==> config.mk <==
export PLATFORM = sky130hd
export DESIGN_NAME = tmr8_unit
export DESIGN_NICKNAME = d
export VERILOG_FILES = /design/src/rtl/tmr8_pkg.sv /design/src/rtl/tmr8_phase.sv /design/src/rtl/tmr8_edge_sync.sv /design/src/rtl/tmr8_prescaler.sv /design/src/rtl/tmr8_unit.sv
export SDC_FILE = /design/constraint.sdc
export NUM_CORES = 1
export LEC_CHECK = 0
export ABC_AREA = 1
export BUFFER_PORTS_ARGS = -buffer_cell sky130_fd_sc_hd__buf_2
export CAP_MARGIN = 10
export CORE_ASPECT_RATIO = 0.9
export CORE_UTILIZATION = 35
export DETAILED_ROUTE_END_ITERATION = 8
export GPL_TIMING_DRIVEN = 1
export PLACE_DENSITY = 0.62
export SYNTH_ARGS = -nofsm -noshare
export SYNTH_HDL_FRONTEND = slang
export SYNTH_SLANG_ARGS = --single-unit
export TNS_END_PERCENT = 1
==> constraint.sdc <==
create_clock -name clk -period 4.6 [get_ports clk]
set_clock_uncertainty 0.15 [all_clocks]
set_input_delay 0.46 -clock clk [delete_from_list [all_inputs] [get_ports clk]]
set_output_delay 0.46 -clock clk [all_outputs]
set_load 0.03 [all_outputs]
==> src/rtl/tmr8_pkg.sv <==
package tmr8_pkg;

  localparam int CNT_W = 8;
  localparam int SEL_W = 3;
  localparam int OPT_W = 8;

  typedef struct packed {
    logic [1:0]       spare;
    logic             src_ext;
    logic             edge_fall;
    logic             pre_bypass;
    logic [SEL_W-1:0] pre_sel;
  } opt_t;

  localparam logic [OPT_W-1:0] OPT_RESET = '1;

endpackage

==> src/rtl/tmr8_phase.sv <==
module tmr8_phase #(
  parameter int PHASES = 4,
  parameter int PH_W   = $clog2(PHASES)
) (
  input  logic            clk,
  input  logic            rst_n,
  output logic [PH_W-1:0] ph,
  output logic            ph_last,
  output logic            ph_samp
);

  localparam logic [PH_W-1:0] PH_MAX = PH_W'(PHASES - 1);

  always_ff @(posedge clk or negedge rst_n) begin
    if (!rst_n)            ph <= '0;
    else if (ph == PH_MAX) ph <= '0;
    else                   ph <= ph + 1'b1;
  end

  // end of an instruction cycle, and the odd phases (Q2, Q4) used for sampling
  assign ph_last = (ph == PH_MAX);
  assign ph_samp = ph[0];

endmodule

==> src/rtl/tmr8_edge_sync.sv <==
module tmr8_edge_sync #(
  parameter int STAGES = 2
) (
  input  logic clk,
  input  logic rst_n,
  input  logic raw,
  input  logic invert,
  output logic lvl,
  output logic rise
);

  logic [STAGES-1:0] chain;
  logic              lvl_d;

  always_ff @(posedge clk or negedge rst_n) begin
    if (!rst_n) begin
      chain <= '0;
      lvl_d <= 1'b0;
    end else begin
      chain <= {chain[STAGES-2:0], raw ^ invert};
      lvl_d <= chain[STAGES-1];
    end
  end

  assign lvl  = chain[STAGES-1];
  assign rise = lvl & ~lvl_d;

endmodule

==> src/rtl/tmr8_prescaler.sv <==
module tmr8_prescaler #(
  parameter int SEL_W = 3,
  parameter int DIV_W = 1 << SEL_W
) (
  input  logic             clk,
  input  logic             rst_n,
  input  logic             clr,
  input  logic             step,
  input  logic [SEL_W-1:0] sel,
  output logic             carry,
  output logic             tap
);

  logic [DIV_W-1:0] div_q;
  logic [DIV_W-1:0] mask;

  for (genvar i = 0; i < DIV_W; i++) begin : g_mask
    assign mask[i] = (i <= int'(sel));
  end

  always_ff @(posedge clk or negedge rst_n) begin
    if (!rst_n)    div_q <= '0;
    else if (clr)  div_q <= '0;
    else if (step) div_q <= div_q + 1'b1;
  end

  // carry: the selected low bits are about to roll over; tap: symmetric divided level
  assign carry = step && ((div_q & mask) == mask);
  assign tap   = div_q[sel];

endmodule

==> src/rtl/tmr8_unit.sv <==
module tmr8_unit #(
  parameter int CNT_W       = tmr8_pkg::CNT_W,
  parameter int PHASES      = 4,
  parameter int SYNC_STAGES = 2,
  parameter int HOLD_CYC    = 2,
  parameter int PH_W        = $clog2(PHASES)
) (
  input  logic             clk,
  input  logic             rst_n,
  input  logic             reg_wr,
  input  logic             reg_sel,
  input  logic [CNT_W-1:0] reg_wdata,
  output logic [CNT_W-1:0] rd_data,
  output logic [CNT_W-1:0] count_o,
  input  logic             ext_pin,
  input  logic             cmp_in,
  input  logic             cmp_sel,
  output logic             pin_in_force,
  output logic             ovf_pulse,
  output logic [PH_W-1:0]  phase_o
);

  import tmr8_pkg::*;

  localparam int HOLD_W = $clog2(HOLD_CYC + 1);

  opt_t              opt_q;
  logic [CNT_W-1:0]  cnt_q;
  logic [HOLD_W-1:0] inh_q;
  logic              samp_q;
  logic              ovf_q;

  logic ph_last, ph_samp;
  logic ext_lvl, ext_rise;
  logic pre_step, pre_carry, pre_tap;
  logic ext_view, ext_ev, int_ev, cnt_ev, bump;

  wire cnt_wr = reg_wr & ~reg_sel;
  wire opt_wr = reg_wr &  reg_sel;

  tmr8_phase #(.PHASES(PHASES), .PH_W(PH_W)) u_phase (
    .clk(clk), .rst_n(rst_n), .ph(phase_o), .ph_last(ph_last), .ph_samp(ph_samp)
  );

  tmr8_edge_sync #(.STAGES(SYNC_STAGES)) u_sync (
    .clk(clk), .rst_n(rst_n), .raw(cmp_sel ? cmp_in : ext_pin),
    .invert(opt_q.edge_fall), .lvl(ext_lvl), .rise(ext_rise)
  );

  assign pre_step = ~opt_q.pre_bypass & (opt_q.src_ext ? ext_rise : ph_last);

  tmr8_prescaler #(.SEL_W(SEL_W)) u_pre (
    .clk(clk), .rst_n(rst_n), .clr(cnt_wr), .step(pre_step),
    .sel(opt_q.pre_sel), .carry(pre_carry), .tap(pre_tap)
  );

  always_ff @(posedge clk or negedge rst_n) begin
    if (!rst_n)      opt_q <= opt_t'(OPT_RESET);
    else if (opt_wr) opt_q <= opt_t'(reg_wdata[OPT_W-1:0]);
  end

  // outside path: the level (direct or divided) is looked at on Q2/Q4 only
  assign ext_view = opt_q.pre_bypass ? ext_lvl : ~pre_tap;

  always_ff @(posedge clk or negedge rst_n) begin
    if (!rst_n)       samp_q <= 1'b1;
    else if (cnt_wr)  samp_q <= 1'b1;
    else if (ph_samp) samp_q <= ext_view;
  end

  assign ext_ev = ph_samp & ext_view & ~samp_q;
  assign int_ev = opt_q.pre_bypass ? ph_last : pre_carry;
  assign cnt_ev = opt_q.src_ext ? ext_ev : int_ev;
  assign bump   = cnt_ev & (inh_q == '0);

  always_ff @(posedge clk or negedge rst_n) begin
    if (!rst_n)                       inh_q <= '0;
    else if (cnt_wr)                  inh_q <= HOLD_W'(HOLD_CYC);
    else if (ph_last && inh_q != '0)  inh_q <= inh_q - 1'b1;
  end

  always_ff @(posedge clk or negedge rst_n) begin
    if (!rst_n) begin
      cnt_q <= '0;
      ovf_q <= 1'b0;
    end else begin
      ovf_q <= ~cnt_wr & bump & (cnt_q == '1);
      if (cnt_wr)    cnt_q <= reg_wdata;
      else if (bump) cnt_q <= cnt_q + 1'b1;
    end
  end

  assign count_o      = cnt_q;
  assign ovf_pulse    = ovf_q;
  assign rd_data      = reg_sel ? CNT_W'(opt_q) : cnt_q;
  assign pin_in_force = opt_q.src_ext & ~cmp_sel;

endmodule

# Word level (Yosys, flattened, before mapping)
# Index checks and enable logic that the tools add are counted.
# word_totals
regBits	33
latchBits	0
ramBits	0
mem_bits_ro	0
input_bits	15
out_inout_bits	20
word_cells	72
mem_count	0
# op_classes
add_sub_neg	4
mul	0
n_div	0
magnitude_cmp	8
eq_ne	3
shifts	0
n_mux	17
bitwise	19
n_reduce_logical	8
# op_table
cell	n
$mux 8	5
$add 8x1->8 const B	2
$le 3x3->1 const A	4
$and 1x1->1	10
$reduce_bool 2->1	5
$and 8x8->8	1
$eq 8x8->1	1
$eq 8x8->1 const B	1
$mux 1	8
$not 1->1	7
$le 2x3->1 const A	2
$mux 2	3
$lt 3x4->1 const B	1
$bmux 1 s3	1
$le 1x3->1 const A	1
$add 2x1->2 const B	1
$eq 2x2->1 const B	1
$logic_and 1x1->1	2
$logic_not 2->1	1
$sub 2x1->2 const B	1
$xor 1x1->1	1

# Longest topological paths before layout
# Gate-level depths: netlist of run 1.
# logic_depth
ltp_word	10
mapped_depth	13
ltp_nobuf	13

# Modules after synthesis
# A second synthesis of run 1 with hierarchy kept.
# unflattened
hier_cells	270
area_unflattened_um2	1991.9
# modules_own_cells
mod	n_inst	cells_each	area_each_um2	seq_area_each_um2
tmr8_unit	1	169	1237.4	511.7
tmr8_prescaler	1	86	579.3	200.2
tmr8_edge_sync	1	10	101.3	75.1
tmr8_phase	1	5	73.8	50.0

# Least setup slack after synthesis of run 1
# Ideal clock, no wire load.
# synth_path
path_type	in2out
startpoint	in reg_sel
endpoint	out rd_data[5]
arrival_ns	1.540
path_slack_ns	2.450
stages	3
path_cell_list	buf_2 > clkbuf_1 > o21ai_0
# synth_via
elab_chain_cells	1
# synth_rtl
item	line_no	rtl
start, declared	tmr8_unit.sv:11	input logic reg_sel,
$mux 8	tmr8_unit.sv:95	assign rd_data = reg_sel ? CNT_W'(opt_q) : cnt_q;
end, declared	tmr8_unit.sv:13	output logic [CNT_W-1:0] rd_data,
# Every way passes these cells.

# Final worst setup path of run 1
# layout_path
startpoint	reg opt_q[0] (netlist bit)
endpoint	out rd_data[0]
# layout_via
elab_chain_cells	1
# layout_rtl
item	line_no	rtl
start, declared	tmr8_unit.sv:27	opt_t opt_q;
start signal, assigned	tmr8_unit.sv:58	if (!rst_n) opt_q <= opt_t'(OPT_RESET);
start signal, assigned	tmr8_unit.sv:59	else if (opt_wr) opt_q <= opt_t'(reg_wdata[OPT_W-1:0]);
$mux 8	tmr8_unit.sv:95	
# Every way passes these cells.

==> load_flow_metrics.sql, run 1 <==
INSERT INTO impl_metrics (metric_group, metric, value, unit) VALUES
('clock_tree', 'clock_tree.root_cell', 'sky130_fd_sc_hd__clkbuf_8', ''),
('power', 'powerDensity', '409', 'nW/um^2'),
('worst_setup_path', 'cpPeakStageDelay', '0.60', 'ns'),
('clock_tree', 'tritoncts', 'done', ''),
('clock_tree', 'clkTransAtPathRegs', '0.07', 'ns'),
('sta', 'timing.final.hold_violations', '0', ''),
('synthesis', 'netlist_top_cells_count', 'sky130_fd_sc_hd__nand2_1, sky130_fd_sc_hd__inv_1, sky130_fd_sc_hd__nor2_1', ''),
('place', 'dp.final_hpwl', '3.13', 'mm'),
('route', 'via_count_of_the_routed_design', '1690', ''),
('route', 'overall_routed_net_length', '4.22', 'mm'),
('synthesis', 'async_flop_share', '100', '%'),
('worst_setup_path', 'slowest_stage', 'sky130_fd_sc_hd__dfstp_2', ''),
('worst_setup_path', 'category_of_the_most_critical_setup_path', 'register to output pin', ''),
('global_route', 'grt_max_degree', '34', ''),
('run', 'drv_cap', '0', ''),
('worst_setup_path', 'critical_path_required', '3.99', 'ns'),
('floorplanning', 'floorplan.initialDensity', '36.6', '%'),
('final_layout', 'finalNetCount', '304', ''),
('worst_setup_path', 'ordered_list_of_cells_on_the_worst_path', 'inv_2, a21oi_1, buf_2', ''),
('floorplanning', 'io-pin-count', '35', ''),
('synthesis', 'syn-cell-area', '1920', 'um^2'),
('final_layout', 'antenna_cells', '0', ''),
('synthesis', 'synth_cell_types', '31', ''),
('clock_tree', 'cts_num_sinks', '33', ''),
('global_route', 'grt_pass1_vias', '1587', ''),
('worst_setup_path', 'crit_path_end_kind', 'output pin', ''),
('global_route', 'antenna_found_initial', '0', ''),
('clock_tree', 'cts.repair_timing.setup_buffer_count', '0', ''),
('floorplanning', 'placementRows', '25', ''),
('synthesis', 'synthDominantCellAreaShare', '31.3', '%'),
('synthesis', 'post-synth-top-count-cell', 'sky130_fd_sc_hd__nand2_1', ''),
('sta', 'period_needed', '2.01', 'ns'),
('clock_tree', 'maximum_clock_insertion_buffer_count', '2', ''),
('route', 'route.detailed.drc', '0', ''),
('worst_setup_path', 'worstSetupStartpoint', 'opt_q[0]', ''),
('sta', 'setup_violations', '0', ''),
('clock_tree', 'insertion_delay_to_the_later_sink_of_the_worst_skew_pair', '0.28', 'ns'),
('global_route', 'globalRouteTotalUtil', '16.7', '%'),
('final_layout', 'drive_above_1_share', '23.8', '%'),
('synthesis', 'syn-mean-instance-area', '7.69', 'um^2'),
('place', 'dpl_cell_area', '2140', 'um^2'),
('clock_tree', 'post_cts_resized', '0', ''),
('synthesis', 'ys_seq_elements', '33', ''),
('sta', 'layout_worst_path_cycle_share', '43.8', '%'),
('clock_tree', 'cts-buffers-inserted', '5', ''),
('sta', 'final_max_slew_viol_count', '0', ''),
('synthesis', 'synthFlopType', 'sky130_fd_sc_hd__dfrtp_1', ''),
('clock_tree', 'cts-hold-fix-buffers', '0', ''),
('synthesis', 'post_synth_fa_ha_maj_area_fraction', '2.60', '%'),
('place', 'finalWeightedCongestion', '0.820', ''),
('sta', 'timing_worst_slew_pin_value', '0.722', 'ns'),
('route', 'viasPerCell', '4.79', ''),
('power', 'totalPowerFinal', '911', 'uW'),
('worst_setup_path', 'worst_r2r_startpoint', 'opt_q[2]', ''),
('global_route', 'grt_overflow_total', '0', ''),
('floorplanning', 'die_area', '5790', 'um^2'),
('synthesis', 'ys_top_cells_by_area', 'sky130_fd_sc_hd__dfrtp_1, sky130_fd_sc_hd__nand2_1, sky130_fd_sc_hd__dfstp_2', ''),
('final_layout', 'design_area', '2230', 'um^2'),
('final_layout', 'areaGrowthSynthToFinish', '16.0', '%'),
('sta', 'max_slew_margin', '51.9', '%'),
('route', 'drt_first_iter_violations', '47', ''),
('sta', 'setup-tns-final', '0', 'ns'),
('outcome', 'outcome', 'complete, no violations', ''),
('synthesis', 'post_synth_edffs', '0', ''),
('synthesis', 'yosys_top_cell_by_area', 'sky130_fd_sc_hd__dfrtp_1', ''),
('route', 'wl_per_cell', '11.9', 'um'),
('synthesis', 'synth_compound_area_share', '7.94', '%'),
('route', 'firstDrtPassIters', '4', ''),
('synthesis', 'yosys.area_share.simple', '32.0', '%'),
('synthesis', 'synthesized_netlist_cell_count', '250', ''),
('floorplanning', 'core', '5260', 'um^2');
## power breakdown
part	total (uW)	switching [uW]	internal (uW)
clock network	222	100	122
logic	293	198	95.5
registers	396	50.0	346
## sequential cells by signal, indices dropped and copies added (netlist names)
name and cells:
count_o 8, opt_q 8, u_pre.div_q 8, inh_q 2, u_phase.ph 2, u_sync.chain 2, ovf_pulse 1, samp_q 1
u_sync.lvl_d 1
## worst paths after layout
check,endpoint,slack (ns)
max reg2reg,count_o[7],2.74
max in group asynchronous,count_o[1],3.75
min,u_phase.ph[1],0.08
max,rd_data[0],2.59
min in group clk,u_sync.chain[1],0.21
min reg2reg,u_sync.chain[1],0.21
## routing by layer
layer | up-vias | GRT usage [%] | wire length, um
met5 | - | 0 | 0
met4 | 0 | 5.36 | 48
met3 | 5 | 3.90 | 137
met2 | 27 | 26.7 | 1940
met1 | 789 | 22.5 | 2090
li1 | 869 | - | -
## layout by cell type (no fill, tap or decap), drive strengths merged, types with 4 or more instances in the layout
cell / count
nand2: 77
nand3: 21
dfstp: 9
nor2: 30
nor3: 6
clkbuf: 8
mux2: 4
inv: 29
buf: 34
ha: 4
xor2: 5
dfrtp: 24
a21oi: 13
o21ai: 16
## worst reg2reg max path, cell delays in order, from the launching register on
cell and delay [ns]:
sky130_fd_sc_hd__dfstp_2 0.57, sky130_fd_sc_hd__inv_1 0.11, sky130_fd_sc_hd__nor2_1 0.10, sky130_fd_sc_hd__nand3_1 0.07
sky130_fd_sc_hd__nand2_1 0.06, sky130_fd_sc_hd__inv_1 0.03, sky130_fd_sc_hd__nand2_1 0.07, sky130_fd_sc_hd__nand2_1 0.08
sky130_fd_sc_hd__nand3_2 0.07, sky130_fd_sc_hd__nand2_2 0.06, sky130_fd_sc_hd__nand2_4 0.12, sky130_fd_sc_hd__nand2_4 0.10
sky130_fd_sc_hd__nand2_1 0.08, sky130_fd_sc_hd__nand2_1 0.06
## logic make-up after synthesis
family	Yosys count
xor+xnor	7
buf+inv	36
fa+ha+maj	4
flops	33
simple gates	135
mux	5
compound gates	30
## stage by stage
step                util [%]  instances  worst slack, ns
finish                  42.4        353             2.59
global route            42.4        353             2.51
CTS                     42.4        353             2.56
detailed placement      40.7        345             2.39
global placement        40.7        345             2.48
floorplan                  -        250             2.45
## final cells by class
type / count / area, um^2
clock buffers: 8 / 90.1
fillers: 548 / 3030
inverters: 30 / 113
multi-input cells: 181 / 935
flip-flops and latches: 33 / 837
well taps: 67 / 83.8
repair buffers: 34 / 170
No activity file was read; power rests on OpenSTA's default activity.
==> run 2: changes to the inputs <==
--- a/config.mk
+++ b/config.mk
@@ -5,14 +5,14 @@
 export SDC_FILE = /design/constraint.sdc
 export NUM_CORES = 1
 export LEC_CHECK = 0
-export ABC_AREA = 1
+export ABC_AREA = 0
 export BUFFER_PORTS_ARGS = -buffer_cell sky130_fd_sc_hd__buf_2
 export CAP_MARGIN = 10
 export CORE_ASPECT_RATIO = 0.9
 export CORE_UTILIZATION = 35
 export DETAILED_ROUTE_END_ITERATION = 8
 export GPL_TIMING_DRIVEN = 1
-export PLACE_DENSITY = 0.62
+export PLACE_DENSITY = 0.65
 export SYNTH_ARGS = -nofsm -noshare
 export SYNTH_HDL_FRONTEND = slang
 export SYNTH_SLANG_ARGS = --single-unit
==> constraint.sdc (replaced) <==
create_clock -name clk -period 1.73 [get_ports clk]
set_clock_uncertainty 0.15 [all_clocks]
set_input_delay 0.173 -clock clk [delete_from_list [all_inputs] [get_ports clk]]
set_output_delay 0.173 -clock clk [all_outputs]
set_load 0.03 [all_outputs]
==> run 2 against run 1 <==
Against the previous run:
- the run now ends with negative setup slack left
- via count is 4.2% lower
- count of clock-buffer cells in the layout is 1 lower
- final area is 14% higher
- sequential share of layout area is 4.6 points lower
- global-route usage is 0.97 points higher
- critical endpoint is now count_o[2]
==> load_flow_metrics.sql, run 2 <==
INSERT INTO impl_metrics (metric_group, metric, value, unit) VALUES
('worst_setup_path', 'ff2ff_path_depth', '6', ''),
('route', 'antenna_violating_nets_left', '0', ''),
('sta', 'final_max_slew_viol_count', '0', ''),
('global_route', 'grt_max_degree', '34', ''),
('floorplanning', 'floorplan.die.height', '70.9', 'um'),
('place', 'placement.setup.worst_slack', '-0.457', 'ns'),
('power', 'seqPwrFrac', '41.2', '%'),
('power', 'standby_leakage_power', '0.00117', 'uW'),
('synthesis', 'netlist_top_cells_count', 'sky130_fd_sc_hd__dfrtp_1, sky130_fd_sc_hd__nand2_1, sky130_fd_sc_hd__mux2_2', ''),
('sta', 'setup-tns-final', '-3.27', 'ns'),
('final_layout', 'final_cell_mix', 'sky130_fd_sc_hd__buf_4, sky130_fd_sc_hd__buf_2, sky130_fd_sc_hd__dfrtp_1', ''),
('floorplanning', 'die_area', '5560', 'um^2'),
('synthesis', 'synthDominantCellAreaShare', '32.6', '%'),
('power', 'irDropWorstVdd', '0.566', 'mV'),
('worst_setup_path', 'worstPathMaxFanout', '9', ''),
('final_layout', 'finalNetCount', '274', ''),
('synthesis', 'post_synth_fa_ha_maj_area_fraction', '2.71', '%'),
('power', 'p_sw', '817', 'uW'),
('clock_tree', 'maximum_clock_insertion_buffer_count', '2', ''),
('outcome', 'outcome', 'finished, violations left', ''),
('worst_setup_path', 'reg2reg_setup_slack', '-0.50', 'ns'),
('final_layout', 'areaGrowthSynthToFinish', '37.9', '%'),
('power', 'p_comb_share', '32.5', '%'),
('synthesis', 'synthFlopType', 'sky130_fd_sc_hd__dfrtp_1', ''),
('power', 'p_clk_share', '26.3', '%'),
('sta', 'timing.final.hold_violations', '0', ''),
('synthesis', 'synth_compound_area_share', '10.7', '%'),
('route', 'viasPerCell', '5.04', ''),
('floorplanning', 'die_width', '78.5', 'um'),
('place', 'dp.final_hpwl', '3.25', 'mm'),
('outcome', 'violations', 'negative setup slack', ''),
('clock_tree', 'tritoncts', 'done', ''),
('place', 'buffer_ports.inserted', '34', ''),
('sta', 'max_slew_margin', '71.4', '%'),
('synthesis', 'synthesis.yosys.warnings', '0', ''),
('synthesis', 'synth_cell_types', '34', ''),
('power', 'netSwitchingFraction', '33.6', '%'),
('floorplanning', 'floorplan.initialDensity', '37.2', '%'),
('global_route', 'grt_overflow_total', '0', ''),
('worst_setup_path', 'timing.critical_path.to', 'count_o[2]', ''),
('synthesis', 'yosys.area_share.simple', '19.9', '%'),
('synthesis', 'yosys_top_cell_by_area', 'sky130_fd_sc_hd__dfrtp_1', ''),
('run', 'drv_cap', '0', ''),
('sta', 'fmax', '448', 'MHz'),
('clock_tree', 'clkTransAtPathRegs', '0.07', 'ns'),
('route', 'overall_routed_net_length', '4.41', 'mm'),
('clock_tree', 'clock_tree.root_cell', 'sky130_fd_sc_hd__clkbuf_8', ''),
('floorplanning', 'io-pin-count', '35', ''),
('global_route', 'grt_pass1_wl', '7.67', 'mm'),
('synthesis', 'syn-mean-instance-area', '10.2', 'um^2'),
('place', 'finalWeightedCongestion', '0.803', ''),
('worst_setup_path', 'worst_r2r_endpoint', 'count_o[2]', ''),
('worst_setup_path', 'worst-endpoint-arrival', '2.30', 'ns'),
('final_layout', 'fill_cells', '475', ''),
('route', 'firstDrtPassIters', '4', ''),
('global_route', 'antenna_found_initial', '0', ''),
('final_layout', 'drive_above_1_share', '44.9', '%'),
('final_layout', 'leading_cell_type_in_the_layout_fill_and_taps_excluded', 'sky130_fd_sc_hd__buf_4', ''),
('worst_setup_path', 'worst_r2r_startpoint', 'opt_q[2]', ''),
('sta', 'rsz_0062_raised_after_global_routing', 'true', ''),
('sta', 'layout_worst_path_cycle_share', '129', '%'),
('power', 'power.internal', '1620', 'uW'),
('route', 'drt_first_iter_violations', '77', ''),
('sta', 'timing_worst_slew_pin_value', '0.429', 'ns'),
('route', 'route.detailed.drc', '0', ''),
('floorplanning', 'core', '4950', 'um^2'),
('power', 'powerDensity', '957', 'nW/um^2'),
('worst_setup_path', 'crit_path_end_kind', 'register', ''),
('clock_tree', 'cts-htree-levels', '2', ''),
('sta', 'setup_violations', '10', ''),
('synthesis', 'ys_top_cells_by_area', 'sky130_fd_sc_hd__dfrtp_1, sky130_fd_sc_hd__dfstp_2, sky130_fd_sc_hd__mux2_2', ''),
('synthesis', 'syn-cell-area', '1840', 'um^2'),
('route', 'via_count_of_the_routed_design', '1619', ''),
('sta', 'period_needed', '2.23', 'ns'),
('synthesis', 'synthesized_netlist_cell_count', '181', ''),
('synthesis', 'main_combinational_cell_family_by_area_after_synthesis', 'simple AND/OR/NAND/NOR gates', ''),
('synthesis', 'ys_seq_elements', '33', ''),
('synthesis', 'async_flop_share', '100', '%'),
('synthesis', 'yosys.area_share.xor_xnor', '4.75', '%'),
('worst_setup_path', 'critical_path_startpoint_category', 'register', ''),
('worst_setup_path', 'critical_path_required', '1.80', 'ns'),
('synthesis', 'post-synth-top-count-cell', 'sky130_fd_sc_hd__dfrtp_1', ''),
('synthesis', 'portion_of_netlist_area_occupied_by_mux_cells', '12.5', '%'),
('global_route', 'globalRouteTotalUtil', '17.7', '%'),
('final_layout', 'antenna_cells', '0', ''),
('clock_tree', 'insertion_delay_to_the_later_sink_of_the_worst_skew_pair', '0.28', 'ns'),
('floorplanning', 'placementRows', '24', ''),
('min_path', 'kind_of_path_behind_the_tightest_hold_check', 'primary input to register', ''),
('synthesis', 'seq_area_frac_synth', '45.4', '%'),
('clock_tree', 'cts_num_sinks', '33', ''),
('worst_setup_path', 'worstSetupStartpoint', 'opt_q[2]', ''),
('worst_setup_path', 'category_of_the_most_critical_setup_path', 'register to register', ''),
('sta', 'setup_ws', '-0.505', 'ns'),
('global_route', 'grt_pass1_vias', '1641', ''),
('clock_tree', 'cts-buffers-inserted', '5', ''),
('synthesis', 'post_synth_edffs', '0', ''),
('synthesis', 'mappedNetlistNets', '200', ''),
('route', 'wl_per_cell', '13.7', 'um');
==> run 2: cell count changes in the layout (fill, tap and decap cells not counted), sizes merged, moves of 7 or more <==
cell	delta
nand2	-59
buf	+36
inv	-24
nor2	-16
o21ai	-13
mux2	+12
nand3	-10
dlygate4sd3	+7
==> run 2: area by class of cell <==
class	count	area (um^2)	area share, %
clock buffer	7	96.3	3.79
clock inverter	1	5.00	0.197
inverter	5	18.8	0.738
multi-input combinational	133	993	39.1
sequential	33	837	32.9
tap	65	81.3	3.20
timing repair buffer	77	510	20.1
==> run 2: worst max-delay path: stages, from the launching register on <==
cell	delay (ns)
sky130_fd_sc_hd__dfstp_2	0.60
sky130_fd_sc_hd__mux2i_2	0.25
sky130_fd_sc_hd__o32ai_2	0.11
sky130_fd_sc_hd__o41ai_2	0.34
sky130_fd_sc_hd__a21oi_2	0.13
sky130_fd_sc_hd__or4b_1	0.52
sky130_fd_sc_hd__nand3_2	0.08
==> run 2: routing by layer <==
layer	up-vias	wire length (um)	track usage, %
met5	-	0	0
met1	781	2230	25.4
met4	0	40	5.56
li1	799	-	-
met2	37	1980	27.1
met3	2	151	3.10
==> run 2: repair_timing <==
action	in CTS	in global routing
resized for setup	6	7
endpoints found under the hold margin	34	0
setup buffers	2	0
pin swaps	3	1
hold buffers	7	0
setup endpoints to repair	9	13
==> run 2: power by group through the flow <==
stage / Combinational (uW) / Clock, uW / Sequential (uW)
floorplan: 418 / 0 / 1050
CTS: 781 / 652 / 1000
global route: 869 / 692 / 1020
global placement: 739 / 0 / 1010
detailed placement: 748 / 0 / 1010
finish: 791 / 640 / 1000
==> run 2: kinds of logic after synthesis <==
logic type | after synthesis
AO/OA/AOI/OAI | 27
XOR/XNOR | 10
adder cells (fa/ha/maj) | 4
buffers and inverters | 15
flip-flops | 33
multiplexers | 21
AND/OR/NAND/NOR | 71
==> run 2: worst min path at each step <==
stage | from | endpoint | depth (start not counted)
final | reg_wdata[0] | opt_q[0] | 2
after global routing | reg_wdata[2] | opt_q[2] | 2
after CTS | reg_wdata[0] | opt_q[0] | 2
after detailed placement | rst_n | inh_q[1] | 2
after global placement | rst_n | inh_q[1] | 2
after floorplan | rst_n | count_o[0] | 0
==> run 2: through the flow <==
step	util (%)	cell area [um^2]	total power, uW	hold WS, ns	cells
3_5_place_dp	46.4	2300	1760	0.0773	304
4_1_cts	50.8	2520	2430	0.00451	321
5_1_grt	51.3	2540	2580	0.0141	321
3_3_place_gp	46.4	2300	1750	0.0784	304
6_report	51.3	2540	2430	0.0169	321
2_1_floorplan	-	1850	1470	-0.273	181
